### src/rtl/uart_rb_pkg.sv
package uart_rb_pkg;

  localparam int WORD_DATA  = 0;
  localparam int WORD_FLAG  = 6;
  localparam int WORD_MASK  = 14;
  localparam int WORD_RAW   = 15;
  localparam int WORD_MIS   = 16;
  localparam int WORD_CLR   = 17;

  localparam int NCFG = 7;
  // ilpr, ibrd, fbrd, lcr, ctrl, ifls, dma
  localparam int CFG_WORD  [NCFG] = '{8, 9, 10, 11, 12, 13, 18};
  localparam int CFG_WIDTH [NCFG] = '{8, 16, 6, 8, 16, 6, 3};
  localparam int CFG_RST   [NCFG] = '{0, 0, 0, 0, 32'h300, 32'h12, 0};

  // interrupt bit positions in the bus word
  localparam int IRQ_RX_BIT = 4;
  localparam int IRQ_TX_BIT = 5;

  // fixed identification bytes, index 0 is the lowest word
  function automatic logic [7:0] id_byte(input logic [2:0] idx);
    case (idx)
      3'd0: id_byte = 8'h11;
      3'd1: id_byte = 8'h10;
      3'd2: id_byte = 8'h14;
      3'd3: id_byte = 8'h00;
      3'd4: id_byte = 8'h0D;
      3'd5: id_byte = 8'hF0;
      3'd6: id_byte = 8'h05;
      default: id_byte = 8'hB1;
    endcase
  endfunction

  // raw interrupt update: set wins over clear; bit1 = TX, bit0 = RX
  function automatic logic [1:0] raw_next(input logic [1:0] cur,
                                          input logic [1:0] set,
                                          input logic [1:0] clr);
    raw_next = (cur & ~clr) | set;
  endfunction

  // status word from receive storage state
  function automatic logic [31:0] flag_word(input logic avail, input logic full);
    flag_word = 32'h80 | (avail ? 32'h0 : 32'h10) | (full ? 32'h40 : 32'h0);
  endfunction

endpackage

### src/rtl/uart_rb_decode.sv
module uart_rb_decode
  import uart_rb_pkg::*;
#(
  parameter int ADDR_W = 12
) (
  input  logic [ADDR_W-1:0] addr,
  output logic              is_id,
  output logic [2:0]        id_idx,
  output logic              sel_data,
  output logic              sel_flag,
  output logic              sel_mask,
  output logic              sel_raw,
  output logic              sel_mis,
  output logic              sel_clr,
  output logic [NCFG-1:0]   sel_cfg
);
  localparam int WIDX_W = ADDR_W - 2;

  logic [WIDX_W-1:0] widx;
  logic              unused_lo;

  assign widx      = addr[ADDR_W-1:2];
  assign unused_lo = ^addr[1:0];
  assign is_id     = &addr[ADDR_W-1:5];
  assign id_idx    = addr[4:2];

  always_comb begin
    sel_data = !is_id && (widx == WIDX_W'(WORD_DATA));
    sel_flag = !is_id && (widx == WIDX_W'(WORD_FLAG));
    sel_mask = !is_id && (widx == WIDX_W'(WORD_MASK));
    sel_raw  = !is_id && (widx == WIDX_W'(WORD_RAW));
    sel_mis  = !is_id && (widx == WIDX_W'(WORD_MIS));
    sel_clr  = !is_id && (widx == WIDX_W'(WORD_CLR));
    for (int i = 0; i < NCFG; i++) begin
      sel_cfg[i] = !is_id && (widx == WIDX_W'(CFG_WORD[i]));
    end
  end

endmodule

### src/rtl/uart_rb_cfgreg.sv
module uart_rb_cfgreg #(
  parameter int          WIDTH = 8,
  parameter logic [31:0] RST   = 32'h0
) (
  input  logic             clk,
  input  logic             rst_n,
  input  logic             we,
  input  logic [WIDTH-1:0] wdata,
  output logic [WIDTH-1:0] q
);
  always_ff @(posedge clk or negedge rst_n) begin
    if (!rst_n)  q <= RST[WIDTH-1:0];
    else if (we) q <= wdata;
  end

  assert_cfg_hold_R10: assert property (@(posedge clk) disable iff (!rst_n)
    !we |=> $stable(q));

endmodule

### src/rtl/uart_rb_irq.sv
module uart_rb_irq
  import uart_rb_pkg::*;
(
  input  logic       clk,
  input  logic       rst_n,
  input  logic       tx_set,
  input  logic       rx_set,
  input  logic       rx_drop,
  input  logic       mask_we,
  input  logic       clr_we,
  input  logic [1:0] wbits,
  output logic [1:0] raw_o,
  output logic [1:0] mask_o,
  output logic       irq
);
  logic [1:0] raw_q, mask_q, clr_vec, set_vec;

  assign set_vec = {tx_set, rx_set};
  assign clr_vec = (clr_we ? wbits : 2'b00) | {1'b0, rx_drop};

  always_ff @(posedge clk or negedge rst_n) begin
    if (!rst_n) begin
      raw_q  <= 2'b00;
      mask_q <= 2'b00;
    end else begin
      raw_q <= raw_next(raw_q, set_vec, clr_vec);
      if (mask_we) mask_q <= wbits;
    end
  end

  assign raw_o  = raw_q;
  assign mask_o = mask_q;
  assign irq    = |(raw_q & mask_q);

  assert_tx_raw_set_R4: assert property (@(posedge clk) disable iff (!rst_n)
    tx_set |=> raw_q[1]);
  assert_rx_set_wins_R7: assert property (@(posedge clk) disable iff (!rst_n)
    rx_set |=> raw_q[0]);
  assert_w1c_tx_R6: assert property (@(posedge clk) disable iff (!rst_n)
    (clr_we && wbits[1] && !tx_set) |=> !raw_q[1]);
  assert_raw_hold_R6: assert property (@(posedge clk) disable iff (!rst_n)
    (!tx_set && !rx_set && !clr_we && !rx_drop) |=> $stable(raw_q));
  assert_mask_off_R5: assert property (@(posedge clk) disable iff (!rst_n)
    (mask_we && wbits == 2'b00) |=> !irq);

endmodule

### src/rtl/uart_regbank.sv
module uart_regbank
  import uart_rb_pkg::*;
#(
  parameter int ADDR_W = 12,
  parameter int DATA_W = 32
) (
  input  logic              clk,
  input  logic              rst_n,
  input  logic              bus_rd,
  input  logic              bus_wr,
  input  logic [ADDR_W-1:0] bus_addr,
  input  logic [DATA_W-1:0] bus_wdata,
  output logic [DATA_W-1:0] bus_rdata,
  input  logic [7:0]        rx_data,
  input  logic              rx_avail,
  input  logic              rx_full,
  input  logic              rx_event,
  output logic              rx_pop,
  output logic [7:0]        tx_byte,
  output logic              tx_strobe,
  output logic              irq,
  output logic [7:0]        cfg_ilpr,
  output logic [15:0]       cfg_ibrd,
  output logic [5:0]        cfg_fbrd,
  output logic [7:0]        cfg_lcr,
  output logic [15:0]       cfg_ctrl,
  output logic [5:0]        cfg_ifls,
  output logic [2:0]        cfg_dma
);
  logic            is_id;
  logic [2:0]      id_idx;
  logic            sel_data, sel_flag, sel_mask, sel_raw, sel_mis, sel_clr;
  logic [NCFG-1:0] sel_cfg;
  logic [DATA_W-1:0] cfg_word [NCFG];
  logic [1:0]      raw_bits, mask_bits;
  logic            data_wr, data_pop;
  logic            unused_hi;

  assign unused_hi = ^bus_wdata[DATA_W-1:16];

  uart_rb_decode #(.ADDR_W(ADDR_W)) dec_i (
    .addr(bus_addr), .is_id(is_id), .id_idx(id_idx),
    .sel_data(sel_data), .sel_flag(sel_flag), .sel_mask(sel_mask),
    .sel_raw(sel_raw), .sel_mis(sel_mis), .sel_clr(sel_clr),
    .sel_cfg(sel_cfg)
  );

  for (genvar g = 0; g < NCFG; g++) begin : g_cfg
    logic [CFG_WIDTH[g]-1:0] q_g;
    uart_rb_cfgreg #(.WIDTH(CFG_WIDTH[g]), .RST(CFG_RST[g])) reg_i (
      .clk(clk), .rst_n(rst_n), .we(bus_wr && sel_cfg[g]),
      .wdata(bus_wdata[CFG_WIDTH[g]-1:0]), .q(q_g)
    );
    assign cfg_word[g] = {{(DATA_W-CFG_WIDTH[g]){1'b0}}, q_g};
  end

  assign cfg_ilpr = cfg_word[0][7:0];
  assign cfg_ibrd = cfg_word[1][15:0];
  assign cfg_fbrd = cfg_word[2][5:0];
  assign cfg_lcr  = cfg_word[3][7:0];
  assign cfg_ctrl = cfg_word[4][15:0];
  assign cfg_ifls = cfg_word[5][5:0];
  assign cfg_dma  = cfg_word[6][2:0];

  assign data_wr  = bus_wr && sel_data;
  assign data_pop = bus_rd && sel_data && rx_avail;
  assign rx_pop   = data_pop;

  uart_rb_irq irq_i (
    .clk(clk), .rst_n(rst_n), .tx_set(data_wr), .rx_set(rx_event),
    .rx_drop(data_pop), .mask_we(bus_wr && sel_mask),
    .clr_we(bus_wr && sel_clr),
    .wbits(bus_wdata[IRQ_TX_BIT:IRQ_RX_BIT]),
    .raw_o(raw_bits), .mask_o(mask_bits), .irq(irq)
  );

  always_ff @(posedge clk or negedge rst_n) begin
    if (!rst_n) begin
      tx_strobe <= 1'b0;
      tx_byte   <= 8'h00;
    end else begin
      tx_strobe <= data_wr;
      if (data_wr) tx_byte <= bus_wdata[7:0];
    end
  end

  always_comb begin
    bus_rdata = '0;
    if (bus_rd) begin
      if (is_id)         bus_rdata = DATA_W'(id_byte(id_idx));
      else if (sel_data) bus_rdata = rx_avail ? DATA_W'(rx_data) : '0;
      else if (sel_flag) bus_rdata = flag_word(rx_avail, rx_full);
      else if (sel_mask) bus_rdata = DATA_W'({mask_bits, 4'b0});
      else if (sel_raw)  bus_rdata = DATA_W'({raw_bits, 4'b0});
      else if (sel_mis)  bus_rdata = DATA_W'({raw_bits & mask_bits, 4'b0});
      else begin
        for (int i = 0; i < NCFG; i++)
          if (sel_cfg[i]) bus_rdata = cfg_word[i];
      end
    end
  end

  assert_sel_onehot_R1: assert property (@(posedge clk) disable iff (!rst_n)
    $onehot0({is_id, sel_data, sel_flag, sel_mask, sel_raw, sel_mis, sel_clr, sel_cfg}));
  assert_tx_strobe_R4: assert property (@(posedge clk) disable iff (!rst_n)
    (bus_wr && sel_data) |=> (tx_strobe && tx_byte == $past(bus_wdata[7:0])));
  assert_pop_needs_data_R8: assert property (@(posedge clk) disable iff (!rst_n)
    rx_pop |-> (rx_avail && bus_rd));
  assert_irq_level_R5: assert property (@(posedge clk) disable iff (!rst_n)
    (bus_rd && sel_mis) |-> (irq == (bus_rdata != '0)));

endmodule

### config.mk
export PLATFORM = sky130hd
export DESIGN_NAME = uart_regbank
export DESIGN_NICKNAME = d
export VERILOG_FILES = /design/src/rtl/uart_rb_pkg.sv /design/src/rtl/uart_rb_decode.sv /design/src/rtl/uart_rb_cfgreg.sv /design/src/rtl/uart_rb_irq.sv /design/src/rtl/uart_regbank.sv
export SDC_FILE = /design/constraint.sdc
export NUM_CORES = 1
export LEC_CHECK = 0
export ABC_CLOCK_PERIOD_IN_PS = 6800
export BUFFER_PORTS_ARGS = -buffer_cell sky130_fd_sc_hd__buf_2
export CAP_MARGIN = 15
export CORE_ASPECT_RATIO = 1.1
export CORE_MARGIN = 2
export CORE_UTILIZATION = 30
export CTS_CLUSTER_DIAMETER = 30
export CTS_CLUSTER_SIZE = 25
export DETAILED_ROUTE_END_ITERATION = 6
export GPL_TIMING_DRIVEN = 1
export PLACE_DENSITY = 0.63
export SLEW_MARGIN = 0
export SYNTH_ARGS = -nofsm -noshare
export SYNTH_HDL_FRONTEND = slang
export SYNTH_HIERARCHICAL = 1
export SYNTH_SLANG_ARGS = --single-unit
### constraint.sdc
create_clock -name clk -period 6.8 [get_ports clk]
set_input_delay 0.34 -clock clk [delete_from_list [all_inputs] [get_ports clk]]
set_output_delay 0.34 -clock clk [all_outputs]
set_load 0.03 [all_outputs]
Word-level counts from Yosys, hierarchy flattened. Index checks and enable logic that the tools add are counted.

Flip-flop bits (word level): 76. Output and inout port bits: 106. Word-level logic and storage cells: 84. Input bits: 59.

Equality and inequality tests: 18. Multiplexer cells: 19. Bitwise gates (word level): 6. Reduce and logical (&&, ||, !) cells: 30.

Operators by type and width (count): $mux W32 (13); $eq A10 B4 Y1 const B (8); $pmux W8 S7 (1); $eq A10 B5 Y1 const B (3); $logic_and A1 B1 Y1 (25); $mux W8 (2); $eq A10 B3 Y1 const B (1); $logic_not A10 Y1 (1); $eq A3 B3 Y1 const B (3); $or A8 B7 Y8 (1); $mux W7 (1); $reduce_and A7 Y1 (1); $eq A3 B2 Y1 const B (2); $mux W5 (1); $and A2 B2 Y2 (2); $eq A3 B1 Y1 const B (1); $logic_not A3 Y1 (1); $mux W2 (1); $not A2 Y2 (1); $or A2 B1 Y2 (1); $or A2 B2 Y2 (1); $reduce_or A2 Y1 (1); $logic_not A1 Y1 (1).

Longest topological paths before layout. Gate-level depths: netlist of the first run.

Depth in word-level cells: 17. Gate-level depth with buffers: 9.

Modules after synthesis. The synthesis of the first run kept the hierarchy.

Modules (own cells, without submodules): uart_regbank (cells each 185, sequential area each 225.2 sq um, instances 1, area an instance 1338.8 sq um); uart_rb_cfgreg at g_cfg[0].reg_i ... (cells each 17, sequential area each 200.2 sq um, instances 2, area an instance 331.6 sq um); uart_rb_cfgreg at g_cfg[4].reg_i (cells each 34, sequential area each 402.9 sq um, instances 1, area an instance 651.9 sq um); uart_rb_cfgreg at g_cfg[1].reg_i (cells each 34, sequential area each 400.4 sq um, instances 1, area an instance 649.4 sq um); uart_rb_cfgreg at g_cfg[5].reg_i (cells each 13, sequential area each 152.6 sq um, instances 1, area an instance 254.0 sq um); uart_rb_cfgreg at g_cfg[2].reg_i (cells each 13, sequential area each 150.1 sq um, instances 1, area an instance 251.5 sq um); uart_rb_decode (cells each 31, sequential area each 0.0 sq um, instances 1, area an instance 242.7 sq um); uart_rb_irq (cells each 12, sequential area each 100.1 sq um, instances 1, area an instance 166.4 sq um); uart_rb_cfgreg at g_cfg[6].reg_i (cells each 6, sequential area each 75.1 sq um, instances 1, area an instance 108.9 sq um).

Worst setup path after synthesis of the first run. No wires, ideal clock.

Kind: input port to output port. Start point: input bus_addr[9]. End point: output bus_rdata[4]. Arrival time: 2922 ps. Slack: 3538 ps. Stages: 6. Data required time: 6460 ps. Path buffers: 0. Path through: or4_1 > nor4_1 > a31oi_1 > a2111oi_0 > nand2_1 > a211oi_1.

Elaborated cells on any way between the ends: 40. Classes of those cells: eq/ne (11); mux (14); reduce/logical (15).

RTL lines: from (decl) (RTL line uart_regbank.sv:11) `input logic [ADDR_W-1:0] bus_addr,`; $reduce_and A7 Y1 (RTL line uart_rb_decode.sv:24) `assign is_id = &addr[ADDR_W-1:5];`; $logic_not A1 Y1 (RTL line uart_rb_decode.sv:32) `sel_mis = !is_id && (widx == WIDX_W'(WORD_MIS));`; $logic_and A1 B1 Y1 * (RTL line uart_rb_decode.sv:32); net sel_mis (RTL line uart_regbank.sv:32) `logic sel_data, sel_flag, sel_mask, sel_raw, sel_mis, sel_clr;`; $mux W32 * (RTL line uart_regbank.sv:95) `else if (sel_mis) bus_rdata = DATA_W'({raw_bits & mask_bits, 4'b0});`; $mux W32 * (RTL line uart_regbank.sv:94) `else if (sel_raw) bus_rdata = DATA_W'({raw_bits, 4'b0});`; $mux W32 * (RTL line uart_regbank.sv:93) `else if (sel_mask) bus_rdata = DATA_W'({mask_bits, 4'b0});`; $mux W32 * (RTL line uart_regbank.sv:92) `else if (sel_flag) bus_rdata = flag_word(rx_avail, rx_full);`; $mux W32 * (RTL line uart_regbank.sv:91) `else if (sel_data) bus_rdata = rx_avail ? DATA_W'(rx_data) : '0;`; $mux W32 * (RTL line uart_regbank.sv:90) `if (is_id) bus_rdata = DATA_W'(id_byte(id_idx));`; $mux W32 * (RTL line uart_regbank.sv:89) `if (bus_rd) begin`; to (decl) (RTL line uart_regbank.sv:13) `output logic [DATA_W-1:0] bus_rdata,`.

The timed path passes the listed nets; every way through them passes the cells marked *.

Worst setup path in the final report of the first run.
Start point: input bus_addr[2]. End point: output bus_rdata[4].

Elaborated cells on any way between the ends: 46. Classes of those cells: eq/ne (17); mux (15); reduce/logical (14).

RTL lines: $eq A10 B4 Y1 (RTL line uart_rb_decode.sv:35) `sel_cfg[i] = !is_id && (widx == WIDX_W'(CFG_WORD[i]));`; $logic_and A1 B1 Y1 (RTL line uart_rb_decode.sv:35); net sel_cfg[3] (RTL line uart_regbank.sv:33) `logic [NCFG-1:0] sel_cfg;`; $mux W32 (4 in a row) (RTL line uart_regbank.sv:98) `if (sel_cfg[i]) bus_rdata = cfg_word[i];`; $mux W32 (RTL line uart_regbank.sv:95); $mux W32 (RTL line uart_regbank.sv:94); $mux W32 (RTL line uart_regbank.sv:93); $mux W32 (RTL line uart_regbank.sv:92); $mux W32 (RTL line uart_regbank.sv:91); $mux W32 (RTL line uart_regbank.sv:90); $mux W32 (RTL line uart_regbank.sv:89).

The timed path passes the listed nets, and every way through them passes these cells.

==> impl_metrics.tcl, run 1 <==
set metrics [dict create \
    status "complete, no violations" \
    gp_congestion 0.865 \
    max_slew_margin 0.273 \
    dp_slack_ns 3.08 \
    grt_use_total 0.160 \
    cp.arrival_ns 3.43 \
    ir_worst_vdd_mv 0.118 \
    antenna_found_initial 0 \
    synth_cell_types 56 \
    rsz0062_at_grt "false" \
    cts_sinks 76 \
    ant_nets 0 \
    n_fill_cell 1455 \
    period_minus_slack_ns 3.77 \
    power_frac_clock 0.467 \
    fin_area_mm2 0.00529 \
    postSynthAreaPerCell_um2 12.0 \
    cts_buffers 9 \
    finalClockSkew_ns 0 \
    clockBufferDepth 2 \
    nNetsFinal 541 \
    grt_pass1_wl_um 19000 \
    intPower_uw 771 \
    p_seq_frac 0.450 \
    async_flop_share 1.00 \
    final_cell_mix "buf_2, dfrtp_1, mux2_4" \
    routed_via_density 4.99 \
    required_ns 6.46 \
    cap_viol_max_count 0 \
    drt-pass1-iter-count 4 \
    wl_per_cell_um 18.1 \
    rows 46 \
    powerDensity_mw_per_mm2 195 \
    critPathKind "input pin to output port" \
    p_comb_frac 0.083 \
    io_pins 165 \
    synth_seq_area_share 0.441 \
    grt_max_degree 77 \
    drive_gt1_frac 0.493 \
    placed_area_mm2 0.00499 \
    die_w_um 119 \
    slew_viol_final 0 \
    core_mm2 0.0143 \
    cts_resized 0 \
    clkTransAtPathRegs_ns 0.06 \
    synthesis.area_mm2 0.00433 \
    synth_cells 362 \
    io_buffers 130 \
    cts_tree "built" \
    switchingPower_uw 263 \
    die_h_um 130 \
    finalSetupViolCount 0 \
    hp-class "input pin to async pin" \
    root_buffer "clkbuf_16" \
    diodes 0 \
    ys_ff_latch 76 \
    dieArea_mm2 0.0154 \
    gr-total-overflow 0 \
    layout_commonest_cell "buf_2" \
    synth_edf_count 0 \
    ctsHtreeMaxLevel 3 \
    hold_viol 0 \
    area_growth_pct 22.3 \
    clock_latency_ns 0.33 \
    drc 0 \
    drt_iter0_markers 151 \
    p_leak_nw 2.68 \
    period_share 0.554 \
    finalSetupTns_ns 0 \
    grt_pass1_vias 3289 \
    ys.flop_type "dfrtp_1" \
    num_vias 3388 \
    cts_hold_buf 0 \
    worstSetupStartpointType "input pin" \
    dpl.hpwl_um 9280 \
    tightestPinTransition_ns 1.09 \
    p_sw_frac 0.255 \
    yosys_warnings 6 \
    cp_max_fo 11 \
    start_util 0.303 \
    setup_ws_ns 3.03 \
    wl_um 12300 \
    postCtsSetupBuffers 0 \
    end_kind "output port" \
    fmax_mhz 265 \
]
-- critical path, cell delays in order --
cell and delay, ns:
buf_2 0.19, or4bb_1 0.63, nor3_1 0.68, or2_1 0.43
a221oi_1 0.11, o311ai_0 0.32, nand2_1 0.09, a211oi_1 0.36
buf_2 0.27
-- cell usage after synthesis (2+ instances only) --
cell type  number  area, um2
and2_1         10       62.6
buf_4          19        143
nor4_2          3       37.5
inv_1          10       37.5
dfrtp_1        72       1800
nor2b_1         6       37.5
nor3_1          8       40.0
o2111ai_1       2       17.5
a221oi_1        8       70.1
nor2_1         12       45.0
mux2_2         23        259
a2111oi_0       2       17.5
nor4_1          4       25.0
clkbuf_1        7       26.3
a22oi_1         9       67.6
o21ai_0        11       55.1
o311ai_0        2       17.5
mux2_4         50        751
nand2_1        21       78.8
nor3b_1         3       22.5
a21oi_1        15       75.1
or4_1           2       15.0
a31oi_1         2       12.5
buf_6           8       90.1
nand2b_1        4       25.0
dfstp_2         4        105
a211oi_1        3       22.5
buf_2           4       20.0
nand3_1         3       15.0
buf_12          2       40.0
or2_1           2       12.5
o22ai_1         7       43.8
-- through the flow --
step,power [mW],hold WS [ns],instances,util
global route,1.07,0.202,679,0.371
detailed placement,0.559,0.497,663,0.350
CTS,1.05,0.191,679,0.371
finish,1.03,0.164,679,0.371
global placement,0.558,0.482,663,0.350
floorplan,0.525,0.0444,377,-
-- cells by family (layout without fill, tap and decap cells) --
logic type,Yosys count,in the layout,synth area share
other,1,16,0.000867
multiplexers,73,73,0.233
buffers and inverters,50,160,0.0824
AO/OA/AOI/OAI,72,72,0.115
flip-flops,76,76,0.441
AND/OR/NAND/NOR,90,90,0.128
-- flip-flops by register name, summed over array words and instances (netlist names) --
| name | cells |
|---|---|
| tx_byte | 8 |
| irq_i/mask_o | 2 |
| irq_i/raw_o | 2 |
| tx_strobe | 1 |
| g_cfg.reg_i/q | 63 |
-- layout make-up --
type | count | area, um2 | share of cell area
clock buffers | 9 | 225 | 0.0426
clock inverters | 7 | 73.8 | 0.0140
inverters | 10 | 37.5 | 0.00709
multi-input cells | 251 | 2120 | 0.402
flip-flops and latches | 76 | 1910 | 0.360
well taps | 192 | 240 | 0.0454
repair buffers | 134 | 683 | 0.129
-- final timing paths --
kind	from	end	slack, ns	cells after the start
max	bus_addr[2]	bus_rdata[4]	3.03	9
min	rst_n	tx_byte[0]	0.16	1
max reg2reg	g_cfg[0].reg_i/q[1]	g_cfg[0].reg_i/q[1]	5.97	1
min reg2reg	tx_byte[6]	tx_byte[6]	0.50	1
max in group asynchronous	rst_n	g_cfg[4].reg_i/q[10]	6.00	1
min in group clk	rx_event	irq_i/raw_o[0]	0.21	2
-- routing by layer --
metal  wire [um]  global-route usage  vias up
met5           0                   0        -
li1            -                   -     1543
met3         654              0.0376       13
met1        5550               0.216     1705
met2        5840               0.250      127
met4         257              0.0602        0
-- power groups by stage --
stage | Clock [mW] | Combinational, mW | Sequential [mW]
after floorplan | 0 | 0.0403 | 0.485
after global placement | 0 | 0.0848 | 0.473
after detailed placement | 0 | 0.0863 | 0.473
after CTS | 0.497 | 0.0865 | 0.465
after global routing | 0.516 | 0.0931 | 0.465
final | 0.483 | 0.0859 | 0.465
No activity file was read; power rests on OpenSTA's default activity.
==> inputs of run 2 (changes only) <==
--- a/config.mk
+++ b/config.mk
@@ -5,7 +5,8 @@
 export SDC_FILE = /design/constraint.sdc
 export NUM_CORES = 1
 export LEC_CHECK = 0
-export ABC_CLOCK_PERIOD_IN_PS = 6800
+export ABC_AREA = 1
+export ABC_CLOCK_PERIOD_IN_PS = 3950
 export BUFFER_PORTS_ARGS = -buffer_cell sky130_fd_sc_hd__buf_2
 export CAP_MARGIN = 15
 export CORE_ASPECT_RATIO = 1.1
==> constraint.sdc (replaced) <==
create_clock -name clk -period 3.95 [get_ports clk]
set_input_delay 0.1975 -clock clk [delete_from_list [all_inputs] [get_ports clk]]
set_output_delay 0.1975 -clock clk [all_outputs]
set_load 0.03 [all_outputs]
==> impl_metrics.tcl, run 2 <==
set metrics [dict create \
    cts_sinks 76 \
    powerDensity_mw_per_mm2 329 \
    finalSetupViolCount 0 \
    stdcell_count 962 \
    hold_viol 0 \
    layout_commonest_cell "nand2_1" \
    fmax_mhz 393 \
    wl_um 13500 \
    drive_gt1_frac 0.251 \
    async_flop_share 1.00 \
    finalSetupTns_ns 0 \
    wl_per_cell_um 14.0 \
    largestRegisters "g_cfg.reg_i/q x63, tx_byte x8" \
    p_comb_frac 0.085 \
    finalClockSkew_ns 0 \
    end_kind "output port" \
    die_h_um 132 \
    io_pins 165 \
    synth_seq_area_share 0.428 \
    cp_top_family "simple AND/OR/NAND/NOR gates" \
    intPower_mw 1.35 \
    cp.arrival_ns 2.35 \
    max_slew_margin 0.333 \
    tightestPinTransition_ns 1.00 \
    routed_via_density 4.43 \
    hp-class "input pin to async pin" \
    p_sw_frac 0.247 \
    postCtsSetupBuffers 0 \
    n_fill_cell 1582 \
    path_cells "buf_2 -> nor2_4 -> nand2_2 -> nor2_1 -> nand2_1 -> nor2_1 -> inv_2 -> nand2_4 -> o22ai_1 -> inv_1 -> a21oi_1 -> o21ai_0 -> nand2_1 -> a21oi_1 -> buf_2" \
    yosysTopAreaCell "dfrtp_1" \
    drt-pass1-iter-count 4 \
    ant_nets 0 \
    io_buffers 130 \
    ir_worst_vdd_mv 0.202 \
    ctsHtreeMaxLevel 3 \
    cap_viol_max_count 0 \
    synth_cell_types 36 \
    slew_viol_final 0 \
    rows 46 \
    root_buffer "clkbuf_16" \
    cts_buffers 9 \
    top_register "g_cfg.reg_i/q" \
    dieArea_mm2 0.0158 \
    ys_ff_latch 76 \
    ys.flop_type "dfrtp_1" \
    synthesis.area_mm2 0.00445 \
    rsz0062_at_grt "false" \
    multi_input_area_mm2 0.00203 \
    clockBufferDepth 2 \
    worstSetupStartpointType "input pin" \
    drc 0 \
    p_leak_nw 3.30 \
    final_cell_mix "nand2_1, buf_2, dfrtp_1" \
    grt_pass1_wl_um 21400 \
    seqCellArea_mm2 0.00191 \
    dpl.hpwl_um 10000 \
    cts_tree "built" \
    largest_reg_flops 63 \
    critPathKind "input pin to output port" \
    cp_slowest_cell "nor2_1" \
    cts_hold_buf 0 \
    yosys.area.top_type_share 0.405 \
    diodes 0 \
    clock_latency_ns 0.33 \
    antenna_found_initial 0 \
    postSynthAreaPerCell_um2 6.96 \
    grt_pass1_vias 3970 \
    period_share 0.644 \
    period_minus_slack_ns 2.54 \
    synthTopCellsByCount "nand2_1, dfrtp_1, inv_1" \
    yosys_warnings 6 \
    synth_cells 640 \
    switchingPower_uw 443 \
    required_ns 3.75 \
    area_growth_pct 22.1 \
    ys_top_cells_by_area "dfrtp_1, nand2_1, inv_1" \
    gp_congestion 0.864 \
    synth_most_common_cell "nand2_1" \
    cp_max_fo 6 \
    start_util 0.308 \
    num_vias 4263 \
    grt_max_degree 77 \
    nNetsFinal 824 \
    grt_use_total 0.171 \
    synth_edf_count 0 \
    max_stage_delay_ns 0.39 \
    drt_iter0_markers 253 \
    clkTransAtPathRegs_ns 0.06 \
    die_w_um 120 \
    cts_resized 0 \
    core_mm2 0.0144 \
    power_frac_clock 0.468 \
    placedCellCount 946 \
    p_seq_frac 0.447 \
    gr-total-overflow 0 \
    status "complete, no violations" \
    critPathBufInv 4 \
]
run 2: changes by cell type in the layout (fill, tap and decap cells not counted), moves of 8 or more:
cell      delta
nand2_1    +287
mux2_4      -50
inv_1       +49
a221oi_1     -8
nor2_1      +24
inv_2        +9
nand2_2     +13
mux2_2      -23
nand3_1     +25
and2_1      -10
a22oi_1      -8
run 2: worst register-to-register path: stages, from the launching register on:
cell     delay (ns)
dfstp_2        0.55
nand2_1        0.06
nand2_1        0.06
run 2: power by group through the flow:
stage,Sequential [mW],Clock (mW),Combinational [mW]
2_1_floorplan,0.835,0,0.0708
3_3_place_gp,0.815,0,0.153
3_5_place_dp,0.815,0,0.154
4_1_cts,0.801,0.853,0.154
5_1_grt,0.803,0.885,0.167
6_report,0.801,0.838,0.152
run 2: final timing paths:
| check | startpoint | endpoint | slack [ns] | cells past startpoint |
|---|---|---|---|---|
| hold reg to reg | g_cfg[5].reg_i/q[4] | g_cfg[5].reg_i/q[4] | 0.47 | 2 |
| setup reg to reg | g_cfg[4].reg_i/q[8] | g_cfg[4].reg_i/q[8] | 3.23 | 2 |
| max in group asynchronous | rst_n | g_cfg[0].reg_i/q[4] | 3.27 | 1 |
| hold / removal | rst_n | g_cfg[1].reg_i/q[11] | 0.04 | 1 |
| min in group clk | rx_event | irq_i/raw_o[0] | 0.06 | 3 |
| setup / recovery | bus_addr[9] | bus_rdata[0] | 1.41 | 15 |
run 2: layer usage:
| metal | part of all wire | global-route usage | wire (um) |
|---|---|---|---|
| met1 | 0.46 | 0.241 | 6240 |
| met2 | 0.45 | 0.264 | 6060 |
| met3 | 0.065 | 0.0303 | 873 |
| met4 | 0.021 | 0.0621 | 281 |
| met5 | 0 | 0 | 0 |
run 2: final cells by class:
type,instances,area share
clock buffers,12,0.0472
repair buffers,133,0.124
multi-input cells,472,0.373
flip-flops and latches,76,0.351
inverters,73,0.0522
clock inverters,4,0.00874
well taps,192,0.0442
run 2: through the flow:
stage          instance area, um2  setup WS, ns  power (mW)  hold slack [ns]  utilization
3_3_place_gp                 5130          1.47       0.968            0.403        0.355
5_1_grt                      5440          1.19        1.85           0.0808        0.376
2_1_floorplan                4510          1.72       0.906          -0.0981            -
6_report                     5440          1.41        1.79           0.0360        0.376
4_1_cts                      5440          1.43        1.81           0.0611        0.376
3_5_place_dp                 5130          1.43       0.969            0.407        0.355
run 2: cell families (layout without fill, tap and decap cells):
logic type | count (synthesis) | in the layout | share of synthesized area
other | 1 | 16 | 0.000842
buffers and inverters | 107 | 222 | 0.129
DFF | 76 | 76 | 0.428
AOI/OAI and AO/OA | 48 | 48 | 0.0610
and+or+nand+nor | 408 | 408 | 0.381
